--- src/rtl/cap_pkg.sv ---
package cap_pkg;
  localparam int unsigned DEF_SYNC_STAGES = 2;
  localparam int unsigned DEF_WORD_W      = 8;
  localparam int unsigned DEF_LIMIT_W     = 16;

  // Width of a counter that must hold values 0..n-1
  function automatic int unsigned idx_w(input int unsigned n);
    return (n < 2) ? 1 : $clog2(n);
  endfunction
endpackage

--- src/rtl/bit_sync.sv ---
module bit_sync #(
  parameter int unsigned STAGES = 2
) (
  input  logic clk,
  input  logic rst_n,
  input  logic d_i,
  output logic q_o
);
  logic [STAGES-1:0] chain_q;
  logic [STAGES-1:0] chain_d;

  generate
    if (STAGES == 1) begin : g_single
      always_comb chain_d = d_i;
    end else begin : g_multi
      always_comb chain_d = {chain_q[STAGES-2:0], d_i};
    end
  endgenerate

  always_ff @(posedge clk or negedge rst_n) begin
    if (!rst_n) chain_q <= '0;
    else        chain_q <= chain_d;
  end

  assign q_o = chain_q[STAGES-1];
endmodule

--- src/rtl/rise_strobe.sv ---
module rise_strobe (
  input  logic clk,
  input  logic rst_n,
  input  logic level_i,
  output logic strobe_o
);
  logic prev_q;

  always_ff @(posedge clk or negedge rst_n) begin
    if (!rst_n) prev_q <= 1'b0;
    else        prev_q <= level_i;
  end

  assign strobe_o = level_i & ~prev_q;
endmodule

--- src/rtl/word_assembler.sv ---
module word_assembler #(
  parameter int unsigned WORD_W = 8
) (
  input  logic              clk,
  input  logic              rst_n,
  input  logic              strobe_i,
  input  logic              bit_i,
  input  logic              flush_i,
  output logic [WORD_W-1:0] word_o,
  output logic              valid_o
);
  import cap_pkg::*;
  localparam int unsigned CNT_W = idx_w(WORD_W);
  localparam logic [CNT_W-1:0] LAST = CNT_W'(WORD_W - 1);

  logic [WORD_W-1:0] shift_q, shift_d;
  logic [WORD_W-1:0] word_q, word_d;
  logic [CNT_W-1:0]  cnt_q, cnt_d;
  logic              valid_q, valid_d;
  logic              shift_en, word_en;

  always_comb begin
    shift_d  = shift_q;
    cnt_d    = cnt_q;
    word_d   = word_q;
    valid_d  = 1'b0;
    shift_en = 1'b0;
    word_en  = 1'b0;
    if (flush_i) begin
      shift_en = 1'b1;
      shift_d  = '0;
      cnt_d    = '0;
    end else if (strobe_i) begin
      shift_en = 1'b1;
      shift_d  = {shift_q[WORD_W-2:0], bit_i};
      if (cnt_q == LAST) begin
        cnt_d   = '0;
        word_en = 1'b1;
        word_d  = {shift_q[WORD_W-2:0], bit_i};
        valid_d = 1'b1;
      end else begin
        cnt_d = cnt_q + 1'b1;
      end
    end
  end

  always_ff @(posedge clk or negedge rst_n) begin
    if (!rst_n) begin
      shift_q <= '0;
      cnt_q   <= '0;
    end else if (shift_en) begin
      shift_q <= shift_d;
      cnt_q   <= cnt_d;
    end
  end

  always_ff @(posedge clk or negedge rst_n) begin
    if (!rst_n)       word_q <= '0;
    else if (word_en) word_q <= word_d;
  end

  always_ff @(posedge clk or negedge rst_n) begin
    if (!rst_n) valid_q <= 1'b0;
    else        valid_q <= valid_d;
  end

  assign word_o  = word_q;
  assign valid_o = valid_q;
endmodule

--- src/rtl/link_watchdog.sv ---
module link_watchdog #(
  parameter int unsigned LIMIT_W = 16
) (
  input  logic               clk,
  input  logic               rst_n,
  input  logic               strobe_i,
  input  logic [LIMIT_W-1:0] limit_i,
  output logic               lost_o,
  output logic               flush_o
);
  logic [LIMIT_W-1:0] cnt_q, cnt_d;
  logic               lost_q, lost_d;
  logic               cnt_en;
  logic               expired;

  assign expired = (cnt_q >= limit_i);

  always_comb begin
    cnt_d  = cnt_q;
    lost_d = lost_q;
    cnt_en = 1'b0;
    if (strobe_i) begin
      cnt_en = 1'b1;
      cnt_d  = '0;
      lost_d = 1'b0;
    end else if (expired) begin
      lost_d = 1'b1;
    end else begin
      cnt_en = 1'b1;
      cnt_d  = cnt_q + 1'b1;
    end
  end

  always_ff @(posedge clk or negedge rst_n) begin
    if (!rst_n)      cnt_q <= '0;
    else if (cnt_en) cnt_q <= cnt_d;
  end

  always_ff @(posedge clk or negedge rst_n) begin
    if (!rst_n) lost_q <= 1'b0;
    else        lost_q <= lost_d;
  end

  assign lost_o  = lost_q;
  assign flush_o = ~strobe_i & expired & ~lost_q;
endmodule

--- src/rtl/serial_capture.sv ---
module serial_capture
  import cap_pkg::*;
#(
  parameter int unsigned SYNC_STAGES = DEF_SYNC_STAGES,
  parameter int unsigned WORD_W      = DEF_WORD_W,
  parameter int unsigned LIMIT_W     = DEF_LIMIT_W
) (
  input  logic               clk,
  input  logic               rst_n,
  input  logic               ext_clk_i,
  input  logic               ext_dat_i,
  input  logic [LIMIT_W-1:0] idle_limit_i,
  output logic [WORD_W-1:0]  word_o,
  output logic               word_valid_o,
  output logic               clk_lost_o
);
  logic rst_n_q;
  logic clk_lvl;
  logic dat_lvl;
  logic bit_stb;
  logic flush;

  // Reset asserts at once, releases on a clock edge
  bit_sync #(.STAGES(2)) u_rst_sync (
    .clk(clk), .rst_n(rst_n), .d_i(1'b1), .q_o(rst_n_q)
  );

  bit_sync #(.STAGES(SYNC_STAGES)) u_clk_sync (
    .clk(clk), .rst_n(rst_n_q), .d_i(ext_clk_i), .q_o(clk_lvl)
  );

  // Same depth as the clock path keeps data aligned with its strobe
  bit_sync #(.STAGES(SYNC_STAGES)) u_dat_sync (
    .clk(clk), .rst_n(rst_n_q), .d_i(ext_dat_i), .q_o(dat_lvl)
  );

  rise_strobe u_edge (
    .clk(clk), .rst_n(rst_n_q), .level_i(clk_lvl), .strobe_o(bit_stb)
  );

  link_watchdog #(.LIMIT_W(LIMIT_W)) u_dog (
    .clk(clk), .rst_n(rst_n_q), .strobe_i(bit_stb), .limit_i(idle_limit_i),
    .lost_o(clk_lost_o), .flush_o(flush)
  );

  word_assembler #(.WORD_W(WORD_W)) u_asm (
    .clk(clk), .rst_n(rst_n_q), .strobe_i(bit_stb), .bit_i(dat_lvl),
    .flush_i(flush), .word_o(word_o), .valid_o(word_valid_o)
  );
endmodule

--- config.mk ---
export PLATFORM = sky130hd
export DESIGN_NAME = serial_capture
export DESIGN_NICKNAME = d
export VERILOG_FILES = /design/src/rtl/cap_pkg.sv /design/src/rtl/bit_sync.sv /design/src/rtl/rise_strobe.sv /design/src/rtl/word_assembler.sv /design/src/rtl/link_watchdog.sv /design/src/rtl/serial_capture.sv
export SDC_FILE = /design/constraint.sdc
export NUM_CORES = 1
export LEC_CHECK = 0
export ABC_AREA = 1
export BUFFER_PORTS_ARGS = -buffer_cell sky130_fd_sc_hd__buf_2
export CORE_MARGIN = 5
export CORE_UTILIZATION = 35
export DETAILED_ROUTE_END_ITERATION = 10
export PLACE_DENSITY = 0.57
export SLEW_MARGIN = 10
export SYNTH_ARGS = -nofsm -noshare
export SYNTH_HDL_FRONTEND = slang
export SYNTH_SLANG_ARGS = --single-unit
export TNS_END_PERCENT = 5
--- constraint.sdc ---
create_clock -name clk -period 1.4 [get_ports clk]
set_clock_uncertainty 0.05 [all_clocks]
set_input_delay 0.28 -clock clk [delete_from_list [all_inputs] [get_ports clk]]
set_output_delay 0.28 -clock clk [all_outputs]
set_load 0.02 [all_outputs]
; After elaboration in Yosys (flattened, before gate mapping)
; Cells that the tools add are included.
[totals]
output_inout_bits = 10
reg_bits = 43
[classes]
n_reduce_logical = 5
bitwise = 7
mux = 16
order_cmp = 1
n_addsub = 2
n_eq_ne = 2
[op_table]
columns = op, n
row1 = $mux W16, 2
row2 = $add A16 B1 Y16 const B, 1
row3 = $ge A16 B16 Y1, 1
row4 = $mux W7, 2
row5 = $mux W1, 9
row6 = $mux W3, 3
row7 = $not A1 Y1, 4
row8 = $reduce_and A2 Y1, 2
row9 = $reduce_and A4 Y1, 1
row10 = $reduce_bool A2 Y1, 2
row11 = $add A3 B1 Y3 const B, 1
row12 = $and A1 B1 Y1, 3
row13 = $eq A3 B3 Y1 const B, 1
row14 = $ne A2 B1 Y1 const B, 1

; Logic depth before layout (Yosys ltp)
[depth]
word_depth = 7
mapped_depth = 15
depth_no_buf = 14

; By module
; A second synthesis with hierarchy kept.
[hier_totals]
cells_unflattened = 322
area_unflattened_um2 = 2617.5
[by_module_without_submodules]
columns = mod, instances, seq_area_each_um2, cells_per_inst, area_each_um2
row1 = link_watchdog, 1, 425.4, 228, 1639.1
row2 = word_assembler, 1, 475.5, 84, 789.5
row3 = bit_sync, 3, 50.0, 2, 50.0
row4 = rise_strobe, 1, 25.0, 3, 35.0
row5 = serial_capture, 1, 0.0, 1, 3.8

; Worst setup path after synthesis
; Ideal clock, no wire load.
[synth_timing]
path_type = flip-flop to flip-flop
startpoint = register u_dog.cnt_q[0]
endpoint = register u_dog.lost_q (netlist: u_dog.lost_o)
setup_slack_ns = -0.283
synth_period_minus_slack_ns = 1.683
t_arrival_ns = 1.500
setup_ns = 0.133
stages_incl_launch_ff = 14
cell_sequence = dfrtp_1 > inv_1 > ha_1 > nand2_1 > nor2_1 > nor2_1 > nand2_1 > nand2_1 > nand2_1 > nand2_2 > nand2_4 > nand2_8 > buf_8 > o21ai_0
[synth_between]
elab_chain_len = 2
[synth_lines]
columns = item, line
row1 = start: declaration, link_watchdog.sv:11  ; logic [LIMIT_W-1:0] cnt_q, cnt_d;
row2 = start signal: assignment, link_watchdog.sv:36  ; else if (cnt_en) cnt_q <= cnt_d;
row3 = $ge A16 B16 Y1, link_watchdog.sv:16  ; assign expired = (cnt_q >= limit_i);
row4 = $reduce_bool A2 Y1 (no source line), -
row5 = end signal: assignment, link_watchdog.sv:41  ; else lost_q <= lost_d;
row6 = end: declaration, link_watchdog.sv:12  ; logic lost_q, lost_d;
; No other way between the ends.
; A chain may end at the register's enable or synchronous reset.

; Final worst setup path
[layout_timing]
startpoint = register u_dog.cnt_q[1]
endpoint = register u_asm.shift_q[6]
[layout_between]
elab_chain_len = 5
elab_cells_between_ends = 7
cone_classes = order compare: 1 / mux: 2 / bitwise: 2 / reduce/logical: 2
[layout_lines]
columns = item, line
row1 = $ge A16 B16 Y1 *, link_watchdog.sv:16
row2 = $and A1 B1 Y1 * (2 in a row), link_watchdog.sv:45  ; assign flush_o = ~strobe_i & expired & ~lost_q;
row3 = $reduce_bool A2 Y1 (no source line) / $mux W1 (equally long branches), -
row4 = $reduce_and A2 Y1 (no source line), -
row5 = end signal: assignment, word_assembler.sv:52  ; shift_q <= shift_d;
row6 = end: declaration, word_assembler.sv:16  ; logic [WORD_W-1:0] shift_q, shift_d;
; Mark *: on every way between the ends. The rest lies on a longest branch, timed or not.

==> reports/qor.yml <==
outcome:
  status: "finished with violations"
  violations: "negative setup slack"
synth:
  yosys-top-cells-area: "dfrtp_1 (43%), nand2_1 (12%), ha_1 (9.6%)"
  syn_nets: 332
  synth.top_cell.area_share_pct: 43.26
  avgSynthCellArea_um2: 8.489
  yosysWarnings: 0
  ys_ff_latch: 43
  yosys.area.top_type: "dfrtp_1"
  netlist_area_um2: 2487
  ys_types: 31
  ys_seq_area_share_pct: 43.26
  netlist_instances: 293
critical_path:
  worstRegToRegCells: 12
  critPathCaptureType: "flip-flop"
  r2r_setup_slack_ns: -0.34
  slowest_delay_ns: 0.42
  cp_cell_sequence: "ha_4 -> nand2_2 -> nor2_1 -> nor2_1 -> nand2_1 -> nand2_1 -> nand2_2 -> nand2_4 -> nand2_8 -> nand3_4 -> nand3_1 -> nand2_1"
  r2r_start: "u_dog.cnt_q[1]$_DFFE_PN0P_"
  worst-endpoint-arrival_ns: 1.89
  crit_fanout: 6
  crit_slowest_cell: "dfrtp_1"
  path_class: "flip-flop to flip-flop"
  cp_common_cell: "nand2_1"
  timing.rr.end: "u_asm.shift_q[6]$_DFFE_PN0P_"
  worst_ep_required_time_ns: 1.55
  startpoint_type: "flip-flop"
sta:
  timing.fmax_ghz: 0.5746
  finalCriticalPeriod_ns: 1.740
  drv_slew: 0
  hold_violations: 0
  timing.final.crit_share_pct: 124.3
  grt_setup_unrepaired: "yes"
  timing.final.ws_setup_ns: -0.3404
  setup-violations-final: 35
grt:
  grt.total_usage_pct: 12.68
  grt_max_degree: 42
  grt_pass1_wl_um: 9066
  first_global_vias: 1959
  gr-total-overflow: 0
  grt_antenna_before_repair: 0
min_path:
  whs_path_depth: 1
  hold_path.startpoint: "ext_dat_i"
  min_path_type: "primary input to flip-flop"
  hold_end: "u_dat_sync.chain_q[0]$_DFF_PN0_"
power_and_ir_drop:
  p_per_area_nw_per_um2: 1093
  p_sw_share_pct: 31.95
  p_sw_uw: 1145
  p_int_uw: 2439
  peakVddDrop_mv: 0.4465
  p_seq_share_pct: 43.9
  leakage_uw: 0.001676
  clock_power_share_pct: 27.2
  combPwrFrac_pct: 28.9
  total_power_uw: 3585
clock_tree:
  cts_buffer_depth: 2
  tritoncts: "done"
  h-tree-depth: 2
  numCtsBuffers: 5
  clock-sinks: 43
  clkLatencyLatePin_ns: 0.30
  clockRootBuffer: "clkbuf_8"
  clk_pin_slew_ns: 0.08
floorplanning:
  rows: 30
  fp.dieArea_um2: 8892
  die_w_um: 94.30
  die_h_um: 94.30
  start_util_pct: 36.21
  placeableCoreArea_um2: 6869
  num_io_pins: 30
placement:
  dp.final_hpwl_um: 3779
  gp_congestion: 0.8235
  pre_cts_slack_ns: -0.5190
  numPortBuffers: 29
detailed_routing:
  first_pass_iters: 4
  ant_nets: 0
  dr_total_vias: 2075
  via_per_inst: 4.521
  drt_wl_total_um: 5318
  drt_iter0_markers: 91
  drcViolationCount: 0
  wl_per_cell_um: 11.59
final_layout:
  area_growth_pct: 31.79
  drive_gt1_share_pct: 33.33
  final_util_pct: 47.72
  finish.net_count: 401
  diodes: 0
flow_run:
  max_cap_viol_count: 0
-- layer usage --
layer	vias up	track usage, %	part of all wire [%]	wire (µm)
met3	7	2.324	4.3	227
li1	1077	-	-	-
met4	0	3.851	1.1	60
met5	-	0	0	0
met1	958	17.55	48	2546
met2	33	20.15	47	2484
-- how the worst max path moves through the flow --
stage / startpoint / endpoint / slack (ns) / cells past startpoint
global placement: u_dog.cnt_q[1]$_DFFE_PN0P_ / u_asm.cnt_q[2]$_DFFE_PN0P_ / -0.49 / 12
detailed placement: u_dog.cnt_q[1]$_DFFE_PN0P_ / u_asm.cnt_q[2]$_DFFE_PN0P_ / -0.52 / 12
CTS: u_dog.cnt_q[1]$_DFFE_PN0P_ / u_asm.cnt_q[2]$_DFFE_PN0P_ / -0.39 / 12
global route: u_dog.cnt_q[7]$_DFFE_PN0P_ / u_dog.cnt_q[1]$_DFFE_PN0P_ / -0.43 / 9
finish: u_dog.cnt_q[1]$_DFFE_PN0P_ / u_asm.shift_q[6]$_DFFE_PN0P_ / -0.34 / 12
floorplan: u_dog.cnt_q[2]$_DFFE_PN0P_ / u_dog.cnt_q[8]$_DFFE_PN0P_ / -0.26 / 13
-- power by group through the flow --
| stage | logic, µW | registers, µW | clock network [µW] |
|---|---|---|---|
| 6_report | 1030 | 1570 | 977 |
| 5_1_grt | 1160 | 1600 | 1050 |
| 4_1_cts | 1000 | 1570 | 1010 |
| 3_5_place_dp | 942 | 1590 | 0 |
| 3_3_place_gp | 908 | 1580 | 0 |
| 2_1_floorplan | 457 | 1690 | 0 |
-- cells by family (layout without fill, tap and decap cells) --
family | after synthesis | in the layout | share of synthesized area, %
buffers and inverters | 42 | 110 | 7.596
AO/OA/AOI/OAI | 24 | 24 | 6.740
AND/OR/NAND/NOR | 151 | 153 | 28.12
flip-flops | 43 | 43 | 43.26
XOR/XNOR | 13 | 13 | 4.577
other | 1 | 1 | 0.1508
adder cells (fa/ha/maj) | 19 | 19 | 9.557
-- repair_timing --
action,in CTS,in global routing
cloned,2,0
setup endpoints to repair,35,35
hold buffers,1,0
setup buffers,2,3
gates resized for setup,10,14
pin swaps,4,6
endpoints found under the hold margin,2,0
-- per-stage QoR --
| step | hold WS (ns) | instance area, µm² | setup TNS [ns] | instances |
|---|---|---|---|---|
| after floorplan | -0.06559 | 2501 | -6.952 | 293 |
| after global placement | 0.01550 | 2962 | -12.95 | 443 |
| after detailed placement | 0.02029 | 2962 | -13.97 | 443 |
| after CTS | 0.02643 | 3183 | -10.19 | 456 |
| after global routing | 0.02578 | 3278 | -12.02 | 459 |
| final | 0.03449 | 3278 | -8.911 | 459 |
-- state kept, by name, summed over array words and instances, names as in the netlist --
signal and cells:
u_rst_sync.chain_q 2, u_dog.cnt_q 16, u_asm.shift_q 7, u_dat_sync.chain_q 2
u_asm.valid_o 1, u_edge.prev_q 1, u_dog.lost_o 1, u_asm.cnt_q 3
u_clk_sync.chain_q 2, u_asm.word_o 8
-- final cells by class --
| class | count | area (µm²) |
|---|---|---|
| sequential | 43 | 1077 |
| multi-input combinational | 210 | 1389 |
| inverter | 35 | 133.9 |
| clock buffer | 5 | 68.82 |
| fill | 666 | 3591 |
| tap | 96 | 120.1 |
| clock inverter | 3 | 43.79 |
| timing repair buffer | 67 | 445.4 |
-- placed cells by master, fill, tap and decap left out, drive strengths merged --
| cell | count |
|---|---|
| a21oi | 7 |
| and3 | 1 |
| buf | 66 |
| bufinv | 1 |
| clkbuf | 5 |
| clkinv | 2 |
| conb | 1 |
| dfrtp | 43 |
| dlygate4sd3 | 1 |
| ha | 19 |
| inv | 35 |
| nand2 | 86 |
| nand3 | 32 |
| nand4 | 3 |
| nor2 | 24 |
| nor3 | 7 |
| o21a | 1 |
| o21ai | 16 |
| xnor2 | 1 |
| xor2 | 12 |
-- critical path: cells and delay by family (launching register included) --
kind	cells	cell delay [ns]
adders and majority gates	1	0.28
and+or+nand+nor	11	0.87
DFF	1	0.42
-- cells in the mapped netlist --
master,instances
a21oi_1,6
buf_2,1
inv_2,2
nand2_2,4
nor2_2,2
conb_1,1
o21ai_0,4
o21ai_2,11
nor2_1,22
xor2_1,12
inv_1,33
buf_8,2
ha_1,19
nand2_1,79
nor3_1,3
o21ai_1,1
xnor2_1,1
nor3_2,3
dfrtp_1,43
o21a_1,1
nand3_1,29
nor3_4,1
nand2_4,1
and3_1,1
nand2_8,1
buf_1,1
a21oi_2,1
buf_6,1
nand3_2,2
nand4_1,3
clkbuf_1,2
Power figures use the tool's default switching activity.
